<file path="src/rtl/adc_mon_pkg.sv">
package adc_mon_pkg;
  typedef enum logic {
    DIR_BELOW = 1'b0,
    DIR_ABOVE = 1'b1
  } mon_dir_e;
endpackage

</file>
<file path="src/rtl/adc_mon_rst_sync.sv">
module adc_mon_rst_sync #(
  parameter int STAGES = 2
) (
  input  logic clk,
  input  logic rst_n,
  output logic rst_sync_n
);
  logic [STAGES-1:0] sync_q;
  logic [STAGES-1:0] sync_d;

  always_comb begin
    sync_d = {sync_q[STAGES-2:0], 1'b1};
  end

  always_ff @(posedge clk or negedge rst_n) begin
    if (!rst_n) sync_q <= '0;
    else        sync_q <= sync_d;
  end

  assign rst_sync_n = sync_q[STAGES-1];
endmodule

</file>
<file path="src/rtl/adc_mon_compare.sv">
module adc_mon_compare
  import adc_mon_pkg::*;
#(
  parameter int DATA_W = 12
) (
  input  logic [DATA_W-1:0] data_i,
  input  logic [DATA_W-1:0] thr_i,
  input  mon_dir_e          dir_i,
  output logic              hit_o
);
  logic above;
  logic below;

  always_comb begin
    above = (data_i > thr_i);
    below = (data_i < thr_i);
    unique case (dir_i)
      DIR_ABOVE: hit_o = above;
      DIR_BELOW: hit_o = below;
      default:   hit_o = 1'b0;
    endcase
  end
endmodule

</file>
<file path="src/rtl/adc_mon_flags.sv">
module adc_mon_flags #(
  parameter int NUM_REGS = 16,
  localparam int IDX_W = $clog2(NUM_REGS)
) (
  input  logic                clk,
  input  logic                rst_n,
  input  logic                wr_valid_i,
  input  logic [IDX_W-1:0]    wr_idx_i,
  input  logic                mon_en_i,
  input  logic [IDX_W-1:0]    mon_sel_i,
  output logic [NUM_REGS-1:0] stored_set_o,
  output logic [NUM_REGS-1:0] overrun_set_o
);
  logic [NUM_REGS-1:0] stored_d;
  logic [NUM_REGS-1:0] ovr_d;
  logic [NUM_REGS-1:0] stored_q;
  logic [NUM_REGS-1:0] ovr_q;

  for (genvar g = 0; g < NUM_REGS; g++) begin : g_reg
    logic hit_idx;
    logic is_mon;
    always_comb begin
      hit_idx     = wr_valid_i && (wr_idx_i == IDX_W'(g));
      is_mon      = mon_en_i && (mon_sel_i == IDX_W'(g));
      stored_d[g] = hit_idx;
      ovr_d[g]    = hit_idx && is_mon;
    end
  end

  always_ff @(posedge clk or negedge rst_n) begin
    if (!rst_n) begin
      stored_q <= '0;
      ovr_q    <= '0;
    end else begin
      stored_q <= stored_d;
      ovr_q    <= ovr_d;
    end
  end

  assign stored_set_o  = stored_q;
  assign overrun_set_o = ovr_q;
endmodule

</file>
<file path="src/rtl/adc_thresh_mon.sv">
module adc_thresh_mon
  import adc_mon_pkg::*;
#(
  parameter int DATA_W   = 12,
  parameter int NUM_REGS = 16,
  localparam int IDX_W   = $clog2(NUM_REGS)
) (
  input  logic                clk,
  input  logic                rst_n,
  input  logic                wr_valid_i,
  input  logic [IDX_W-1:0]    wr_idx_i,
  input  logic [DATA_W-1:0]   wr_data_i,
  input  logic                mon_en_i,
  input  logic [IDX_W-1:0]    mon_sel_i,
  input  logic                mon_dir_i,
  input  logic [DATA_W-1:0]   cmp_val_i,
  output logic                mon_irq_o,
  output logic [NUM_REGS-1:0] stored_set_o,
  output logic [NUM_REGS-1:0] overrun_set_o
);
  logic     rst_sync_n;
  logic     cmp_hit;
  logic     sel_match;
  logic     irq_d;
  logic     irq_q;
  mon_dir_e dir_sel;

  adc_mon_rst_sync #(.STAGES(2)) u_rst (
    .clk        (clk),
    .rst_n      (rst_n),
    .rst_sync_n (rst_sync_n)
  );

  always_comb begin
    dir_sel = mon_dir_e'(mon_dir_i);
  end

  adc_mon_compare #(.DATA_W(DATA_W)) u_cmp (
    .data_i (wr_data_i),
    .thr_i  (cmp_val_i),
    .dir_i  (dir_sel),
    .hit_o  (cmp_hit)
  );

  adc_mon_flags #(.NUM_REGS(NUM_REGS)) u_flags (
    .clk           (clk),
    .rst_n         (rst_sync_n),
    .wr_valid_i    (wr_valid_i),
    .wr_idx_i      (wr_idx_i),
    .mon_en_i      (mon_en_i),
    .mon_sel_i     (mon_sel_i),
    .stored_set_o  (stored_set_o),
    .overrun_set_o (overrun_set_o)
  );

  always_comb begin
    sel_match = wr_valid_i && mon_en_i && (wr_idx_i == mon_sel_i);
    irq_d     = sel_match && cmp_hit;
  end

  always_ff @(posedge clk or negedge rst_sync_n) begin
    if (!rst_sync_n) irq_q <= 1'b0;
    else             irq_q <= irq_d;
  end

  assign mon_irq_o = irq_q;
endmodule

</file>
<file path="config.mk">
export PLATFORM = sky130hd
export DESIGN_NAME = adc_thresh_mon
export DESIGN_NICKNAME = d
export VERILOG_FILES = /design/src/rtl/adc_mon_pkg.sv /design/src/rtl/adc_mon_rst_sync.sv /design/src/rtl/adc_mon_compare.sv /design/src/rtl/adc_mon_flags.sv /design/src/rtl/adc_thresh_mon.sv
export SDC_FILE = /design/constraint.sdc
export NUM_CORES = 1
export LEC_CHECK = 0
export BUFFER_PORTS_ARGS = -buffer_cell sky130_fd_sc_hd__buf_2
export CAP_MARGIN = 20
export CORE_MARGIN = 4
export CORE_UTILIZATION = 46
export CTS_CLUSTER_SIZE = 16
export DETAILED_ROUTE_END_ITERATION = 16
export GPL_TIMING_DRIVEN = 0
export PLACE_DENSITY = 0.87
export SLEW_MARGIN = 20
export SYNTH_ARGS = -nofsm -noshare
export SYNTH_HDL_FRONTEND = slang
export SYNTH_SLANG_ARGS = --single-unit
</file>
<file path="constraint.sdc">
create_clock -name clk -period 1.4 [get_ports clk]
set_input_delay 0.28 -clock clk [delete_from_list [all_inputs] [get_ports clk]]
set_output_delay 0.28 -clock clk [all_outputs]
set_load 0.005 [all_outputs]
</file>
==> metrics.txt, run 1 <==
# TYPE chip_impl_metric gauge
chip_impl_info{name="run_status",value="complete, no violations"} 1
chip_impl_info{name="reg2reg_from",value="u_rst.sync_q[1]"} 1
chip_impl_metric{name="totalWireLength",unit="um"} 3350
chip_impl_metric{name="synth-adder-area-share",unit="%"} 9.59
chip_impl_info{name="critPathKind",value="primary input to flop"} 1
chip_impl_metric{name="timing.critical_path.required",unit="ns"} 1.63
chip_impl_metric{name="routed_via_count",unit=""} 1265
chip_impl_metric{name="design.core.area",unit="um^2"} 3150
chip_impl_metric{name="multiInputGateArea",unit="um^2"} 646
chip_impl_info{name="ys.flop_type",value="dfrtp_1"} 1
chip_impl_metric{name="grt_start_max_net_pins",unit=""} 34
chip_impl_metric{name="p_leak",unit="nW"} 1.15
chip_impl_metric{name="cp_num_cells",unit=""} 7
chip_impl_metric{name="n_fill_cell",unit=""} 263
chip_impl_metric{name="final_hold_viol_count",unit=""} 0
chip_impl_metric{name="drt-initial-drc-count",unit=""} 63
chip_impl_info{name="crit_path_start_kind",value="primary input"} 1
chip_impl_metric{name="cp.buffers_inverters",unit=""} 1
chip_impl_metric{name="async_set_or_reset_flop_fraction_in_the_synthesized_netlist",unit="%"} 100
chip_impl_metric{name="synth.distinct_cells",unit=""} 35
chip_impl_metric{name="p_int",unit="mW"} 1.55
chip_impl_metric{name="overflow",unit=""} 0
chip_impl_info{name="clock-root-buffer",value="clkbuf_4"} 1
chip_impl_metric{name="routabilityCongestion",unit=""} 0.832
chip_impl_metric{name="totalNegativeSetupSlack",unit="ns"} 0
chip_impl_metric{name="worst_ir_drop_vdd",unit="V"} 0.000390
chip_impl_metric{name="p_switching",unit="uW"} 469
chip_impl_metric{name="cts_clk_pin_slew_worst_paths",unit="ns"} 0.10
chip_impl_info{name="grt_setup_unrepaired",value="no"} 1
chip_impl_metric{name="cts_num_sinks",unit=""} 35
chip_impl_info{name="cts_tree",value="done"} 1
chip_impl_metric{name="cts.path.max_buffers",unit=""} 2
chip_impl_metric{name="dp_worst_setup_slack",unit="ns"} -0.316
chip_impl_metric{name="timing.reg2reg.worst_path_depth",unit=""} 0
chip_impl_info{name="reg2reg_to",value="u_flags.stored_set_o[1]"} 1
chip_impl_metric{name="proportion_of_netlist_area_held_by_the_largest_area_contributor",unit="%"} 56.0
chip_impl_metric{name="pin_count",unit=""} 70
chip_impl_metric{name="maxCapViolCount",unit=""} 0
chip_impl_metric{name="critical_path_arrival",unit="ns"} 1.54
chip_impl_metric{name="initial_antenna_violation_count",unit=""} 0
chip_impl_metric{name="antenna_cells",unit=""} 0
chip_impl_metric{name="r2r_setup_slack",unit="ns"} 0.67
chip_impl_metric{name="synth_seq_area_share",unit="%"} 56.0
chip_impl_metric{name="netlist_area",unit="um^2"} 1570
chip_impl_metric{name="post_route_cells_drive_above_1_share",unit="%"} 39.2
chip_impl_info{name="worstSetupEndpointType",value="flop"} 1
chip_impl_metric{name="num-nets-final",unit=""} 270
chip_impl_metric{name="setup-violations-final",unit=""} 0
chip_impl_metric{name="post_drt_wl_per_cell",unit="um"} 12.6
chip_impl_info{name="synth_top_cells_by_count",value="dfrtp_1, nor2_1, inv_1, ha_1, nand2_1"} 1
chip_impl_info{name="critical-path-top-delay-family",value="compound AO/OA/AOI/OAI gates"} 1
chip_impl_info{name="synth.largest_area_cell",value="dfrtp_1"} 1
chip_impl_info{name="worst_setup_path_endpoint",value="mon_irq_o"} 1
chip_impl_metric{name="synth-seq-cells",unit=""} 35
chip_impl_metric{name="clock_insertion_delay_worst_skew",unit="ns"} 0.34
chip_impl_metric{name="power.share.clock",unit="%"} 37.4
chip_impl_metric{name="fmaxAchievable",unit="MHz"} 763
chip_impl_metric{name="design_power_total",unit="mW"} 2.02
chip_impl_metric{name="post-place-cells",unit=""} 257
chip_impl_metric{name="powerDensity",unit="nW/um^2"} 977
chip_impl_info{name="timing.critical_path.from",value="wr_data_i[1]"} 1
chip_impl_metric{name="crit_path_max_incr_delay",unit="ns"} 0.31
chip_impl_metric{name="pwr-share-comb",unit="%"} 11.1
chip_impl_metric{name="synth.avg_cell_area",unit="um^2"} 10.6
chip_impl_metric{name="grt_usage",unit="%"} 17.4
chip_impl_metric{name="post_route_core_utilization",unit="%"} 65.5
chip_impl_metric{name="synthesized_net_count",unit=""} 196
chip_impl_metric{name="fp.dieArea",unit="um^2"} 4400
chip_impl_metric{name="seq_power_share",unit="%"} 51.5
chip_impl_metric{name="final.setup_skew",unit="ns"} 0.00496
chip_impl_metric{name="ys_warn_count",unit=""} 0
chip_impl_metric{name="synth_edf_count",unit=""} 0
chip_impl_metric{name="dpl.hpwl",unit="um"} 2630
chip_impl_metric{name="report.final.slew_viol_count",unit=""} 0
chip_impl_metric{name="synthXorXnorAreaFrac",unit="%"} 2.24
chip_impl_info{name="cpMaxStageDelayCell",value="mux2_4"} 1
chip_impl_metric{name="chipHeight",unit="um"} 66.3
chip_impl_metric{name="die_w",unit="um"} 66.3
chip_impl_metric{name="detailedRoute.firstPassIterationCount",unit=""} 4
chip_impl_metric{name="synthToLayoutAreaGrowth",unit="%"} 32.0
chip_impl_metric{name="postCtsSetupBuffers",unit=""} 0
chip_impl_metric{name="synth_mux_area_share",unit="%"} 0.719
chip_impl_metric{name="drc",unit=""} 0
chip_impl_metric{name="tritoncts.num_buffers",unit=""} 5
chip_impl_metric{name="layout.cells.non_filler",unit=""} 266
chip_impl_metric{name="worst_slew_pin_slew",unit="ns"} 0.658
chip_impl_info{name="min_path_type",value="primary input to flop"} 1
chip_impl_metric{name="synth_simple_gate_area_share",unit="%"} 23.5
chip_impl_info{name="timing.critical_path.cells",value="buf_2 > ha_1 > nor2b_2 > o211ai_1 > a211o_1 > o2111ai_2 > mux2_4"} 1
chip_impl_metric{name="vias_in_the_first_global_route",unit=""} 1278
chip_impl_metric{name="worst-path-max-fanout",unit=""} 2
chip_impl_metric{name="vias_per_cell",unit=""} 4.76
chip_impl_info{name="synth_top_family_by_area",value="simple AND/OR/NAND/NOR gates"} 1
chip_impl_metric{name="antenna_violating_nets_post_route",unit=""} 0
chip_impl_metric{name="start_util",unit="%"} 49.6
chip_impl_metric{name="final.setup.worst_slack",unit="ns"} 0.0895
chip_impl_metric{name="first_pass_grt_wire_length",unit="um"} 5580
chip_impl_metric{name="synth-compound-area-share",unit="%"} 3.84
chip_impl_metric{name="timing.max_slew.rel_slack",unit="%"} 56.1
chip_impl_metric{name="register_area",unit="um^2"} 877
chip_impl_metric{name="buffer_ports.inserted",unit=""} 66
chip_impl_metric{name="synth_cells",unit=""} 147
chip_impl_metric{name="h-tree-depth",unit=""} 2
chip_impl_info{name="synth.most_common_cell",value="dfrtp_1"} 1
chip_impl_metric{name="fin_crit_sh",unit="%"} 93.6
chip_impl_metric{name="switching_share",unit="%"} 23.3
chip_impl_metric{name="min_clock_period_post_route",unit="ns"} 1.31
chip_impl_info{name="yosys-top-cells-area",value="dfrtp_1, ha_1, nor2_1, inv_1, xnor2_1"} 1
chip_impl_metric{name="rows",unit=""} 20
registers in the layout, summed over array words and instances (netlist names):
| register | cells |
|---|---|
| u_flags.stored_set_o | 16 |
| u_flags.overrun_set_o | 16 |
| mon_irq_o | 1 |
| u_rst.sync_q | 2 |
worst min-delay path by stage:
stage | startpoint | to | slack [ns] | cells after the start
2_1_floorplan | rst_n | u_rst.sync_q[0] | -0.02 | 0
3_3_place_gp | rst_n | u_rst.sync_q[0] | 0.07 | 1
3_5_place_dp | rst_n | u_rst.sync_q[0] | 0.07 | 1
4_1_cts | mon_sel_i[1] | u_flags.overrun_set_o[0] | 0.20 | 2
5_1_grt | mon_sel_i[1] | u_flags.overrun_set_o[0] | 0.19 | 2
6_report | mon_sel_i[1] | u_flags.overrun_set_o[0] | 0.22 | 2
layer usage:
metal / share of wire [%] / GRT usage (%) / vias up
met5: 0 / 0 / -
met4: 2.6 / 10.2 / 0
met1: 36 / 19.4 / 552
met2: 51 / 29.4 / 75
li1: - / - / 631
met3: 9.7 / 4.76 / 7
power groups by stage:
stage | clock network [mW] | registers, mW | logic (mW)
finish | 0.754 | 1.04 | 0.224
global route | 0.826 | 1.05 | 0.256
CTS | 0.767 | 1.04 | 0.216
detailed placement | 0 | 1.06 | 0.212
global placement | 0 | 1.06 | 0.207
floorplan | 0 | 1.06 | 0.116
cell type report:
type | count | share of cell area, %
repair buffers | 67 | 16.5
clock inverters | 2 | 1.70
flip-flops and latches | 35 | 42.5
inverters | 13 | 2.36
clock buffers | 6 | 2.48
multi-input cells | 96 | 31.3
plain buffers | 3 | 0.606
well taps | 44 | 2.67
what timing repair did:
action                                  CTS  global route
resized for setup                         0             5
hold endpoints to repair                  2             0
endpoints found under the setup margin    0             1
hold buffers                              1             0
stage by stage:
stage	cell area, um^2	hold WS [ns]
2_1_floorplan	1570	-0.0156
3_3_place_gp	1950	0.0653
3_5_place_dp	1950	0.0667
4_1_cts	2050	0.204
5_1_grt	2070	0.195
6_report	2070	0.217
cell usage in the layout, fill, tap and decap left out, drive strengths merged, types with 2 or more instances in the layout:
| cell type | Yosys | final |
|---|---|---|
| xnor2 | 4 | 4 |
| nor4b | 2 | 2 |
| nor2 | 30 | 30 |
| buf | 1 | 67 |
| a21oi | 3 | 3 |
| nor2b | 3 | 3 |
| nor3 | 5 | 5 |
| nand2b | 2 | 2 |
| clkbuf | 2 | 8 |
| nand4 | 3 | 3 |
| and3 | 2 | 2 |
| inv | 13 | 13 |
| dfrtp | 35 | 35 |
| nand2 | 10 | 10 |
| nand3 | 4 | 4 |
| ha | 12 | 12 |
cell families after synthesis:
family / Yosys count
AO/OA/AOI/OAI: 9
flip-flops: 35
other: 1
XOR/XNOR: 4
adder cells (fa/ha/maj): 12
AND/OR/NAND/NOR: 69
buffers and inverters: 16
multiplexers: 1
(Power assumes the default switching activity.)
==> run 2: changes to the inputs <==
Settings changed: REMOVE_ABC_BUFFERS from default to 1.
==> run 2 against run 1 <==
Net effect: combinational power rose by 5%; maximum frequency down 4.0%; utilization down 0.079 points; global-route usage is 0.12 points higher; flip-flop and latch count is the same; clock skew decreased by 0.00069 ns; critical path depth grew 1; total power decreased by 8.9%; critical endpoint unchanged; largest cell class unchanged; cell count is the same.
==> metrics.txt, run 2 (synthesis gave the netlist of run 1 again) <==
# TYPE chip_impl_metric gauge
chip_impl_metric{name="h-tree-depth",unit=""} 2
chip_impl_metric{name="grt_usage",unit="%"} 17.5
chip_impl_metric{name="overflow",unit=""} 0
chip_impl_metric{name="drc",unit=""} 0
chip_impl_metric{name="maxCapViolCount",unit=""} 0
chip_impl_info{name="worstSetupEndpointType",value="flop"} 1
chip_impl_metric{name="postCtsSetupBuffers",unit=""} 0
chip_impl_metric{name="dpl.hpwl",unit="um"} 2710
chip_impl_metric{name="grt_start_max_net_pins",unit=""} 34
chip_impl_metric{name="cts_clk_pin_slew_worst_paths",unit="ns"} 0.10
chip_impl_metric{name="post_drt_wl_per_cell",unit="um"} 12.6
chip_impl_info{name="cts_tree",value="done"} 1
chip_impl_metric{name="report.final.slew_viol_count",unit=""} 0
chip_impl_metric{name="detailedRoute.firstPassIterationCount",unit=""} 4
chip_impl_metric{name="crit_path_max_incr_delay",unit="ns"} 0.31
chip_impl_metric{name="totalWireLength",unit="um"} 3350
chip_impl_metric{name="final.setup_skew",unit="ns"} 0.00428
chip_impl_info{name="reg2reg_to",value="u_flags.stored_set_o[4]"} 1
chip_impl_info{name="reg2reg_from",value="u_rst.sync_q[1]"} 1
chip_impl_metric{name="vias_per_cell",unit=""} 4.87
chip_impl_info{name="min_path_type",value="primary input to flop"} 1
chip_impl_info{name="worst_setup_path_endpoint",value="mon_irq_o"} 1
chip_impl_metric{name="p_leak",unit="nW"} 1.14
chip_impl_metric{name="pin_count",unit=""} 70
chip_impl_metric{name="design.core.area",unit="um^2"} 3150
chip_impl_metric{name="vias_in_the_first_global_route",unit=""} 1332
chip_impl_metric{name="dp_worst_setup_slack",unit="ns"} -0.351
chip_impl_metric{name="routabilityCongestion",unit=""} 0.795
chip_impl_info{name="timing.critical_path.cells",value="buf_2 > inv_1 > ha_4 > nor2b_4 > o211ai_1 > a211o_1 > o2111ai_2 > mux2_4"} 1
chip_impl_info{name="critical-path-top-delay-family",value="compound AO/OA/AOI/OAI gates"} 1
chip_impl_metric{name="setup-violations-final",unit=""} 0
chip_impl_metric{name="final_hold_viol_count",unit=""} 0
chip_impl_metric{name="tritoncts.num_buffers",unit=""} 5
chip_impl_info{name="clock-root-buffer",value="clkbuf_4"} 1
chip_impl_metric{name="rows",unit=""} 20
chip_impl_metric{name="synthToLayoutAreaGrowth",unit="%"} 31.8
chip_impl_metric{name="timing.critical_path.required",unit="ns"} 1.63
chip_impl_metric{name="fin_crit_sh",unit="%"} 97.5
chip_impl_metric{name="critical_path_arrival",unit="ns"} 1.60
chip_impl_metric{name="antenna_violating_nets_post_route",unit=""} 0
chip_impl_metric{name="antenna_cells",unit=""} 0
chip_impl_metric{name="post_route_cells_drive_above_1_share",unit="%"} 40.5
chip_impl_info{name="mostFrequentLayoutCells",value="buf_2, dfrtp_1, nor2_1"} 1
chip_impl_info{name="crit_path_start_kind",value="primary input"} 1
chip_impl_metric{name="worst_ir_drop_vdd",unit="V"} 0.000333
chip_impl_info{name="timing.critical_path.from",value="cmp_val_i[1]"} 1
chip_impl_metric{name="register_area",unit="um^2"} 877
chip_impl_metric{name="fmaxAchievable",unit="MHz"} 732
chip_impl_info{name="run_status",value="complete, no violations"} 1
chip_impl_metric{name="cp_num_cells",unit=""} 8
chip_impl_metric{name="num-nets-final",unit=""} 270
chip_impl_metric{name="die_w",unit="um"} 66.3
chip_impl_info{name="critPathKind",value="primary input to flop"} 1
chip_impl_metric{name="min_clock_period_post_route",unit="ns"} 1.37
chip_impl_metric{name="cp.buffers_inverters",unit=""} 2
chip_impl_metric{name="cts_num_sinks",unit=""} 35
chip_impl_metric{name="worst-path-max-fanout",unit=""} 2
chip_impl_metric{name="chipHeight",unit="um"} 66.3
chip_impl_metric{name="n_fill_cell",unit=""} 289
chip_impl_metric{name="start_util",unit="%"} 49.6
chip_impl_metric{name="r2r_setup_slack",unit="ns"} 0.66
chip_impl_metric{name="routed_via_count",unit=""} 1296
chip_impl_metric{name="worst_slew_pin_slew",unit="ns"} 0.668
chip_impl_metric{name="multiInputGateArea",unit="um^2"} 667
chip_impl_metric{name="buffer_ports.inserted",unit=""} 69
chip_impl_metric{name="drt-initial-drc-count",unit=""} 58
chip_impl_metric{name="timing.reg2reg.worst_path_depth",unit=""} 0
chip_impl_metric{name="initial_antenna_violation_count",unit=""} 0
chip_impl_info{name="final_common_cell",value="buf_2"} 1
chip_impl_metric{name="powerDensity",unit="nW/um^2"} 891
chip_impl_metric{name="first_pass_grt_wire_length",unit="um"} 5690
chip_impl_info{name="cpMaxStageDelayCell",value="mux2_4"} 1
chip_impl_metric{name="clock_insertion_delay_worst_skew",unit="ns"} 0.34
chip_impl_metric{name="final.setup.worst_slack",unit="ns"} 0.0343
chip_impl_metric{name="timing.max_slew.rel_slack",unit="%"} 55.5
chip_impl_metric{name="cts.path.max_buffers",unit=""} 2
chip_impl_metric{name="fp.dieArea",unit="um^2"} 4400
chip_impl_metric{name="post_route_core_utilization",unit="%"} 65.4
==> run 2: layer usage <==
metal	vias up	GRT usage (%)	wire length, um
met1	594	18.0	1280
met2	62	29.2	1610
met4	0	11.2	104
met3	9	6.97	351
li1	631	-	-
met5	-	0	0
==> run 2: area by class of cell <==
type	count	share of cell area (%)
Clock inverter	1	0.243
Tap cell	44	2.67
Timing Repair Buffer	70	17.2
Sequential cell	35	42.5
Clock buffer	7	2.67
Inverter	13	2.37
Multi-Input combinational cell	96	32.3
==> run 2: what timing repair did <==
item                                   in CTS  in global routing
hold buffers                                1                  0
setup endpoints to repair                   0                  1
gates resized for setup                     0                  8
endpoints found under the hold margin       2                  0
==> run 2: worst min path at each step <==
stage | start | endpoint | slack [ns] | cells past startpoint
floorplan | rst_n | u_rst.sync_q[0] | -0.02 | 0
global placement | rst_n | u_rst.sync_q[0] | 0.06 | 1
detailed placement | rst_n | u_rst.sync_q[0] | 0.07 | 1
CTS | wr_idx_i[0] | u_flags.stored_set_o[0] | 0.17 | 2
global route | wr_idx_i[0] | u_flags.stored_set_o[0] | 0.20 | 2
finish | wr_idx_i[0] | u_flags.stored_set_o[0] | 0.19 | 2
==> run 2: through the flow <==
step	area (um^2)	setup TNS (ns)	hold slack (ns)	total power, mW	cells
final	2060	0	0.187	1.84	266
after global routing	2060	-0.00750	0.196	1.94	266
after CTS	2020	0	0.174	1.84	266
after detailed placement	1950	-0.835	0.0660	1.28	257
after global placement	1950	-0.775	0.0648	1.27	257
after floorplan	1550	-0.168	-0.0156	1.16	144
==> run 2: power by group <==
part / internal [mW] / total, mW / switching, mW
Combinational: 0.113 / 0.236 / 0.124
Sequential: 1.02 / 1.04 / 0.0185
Clock: 0.243 / 0.562 / 0.319
Total: 1.38 / 1.84 / 0.461
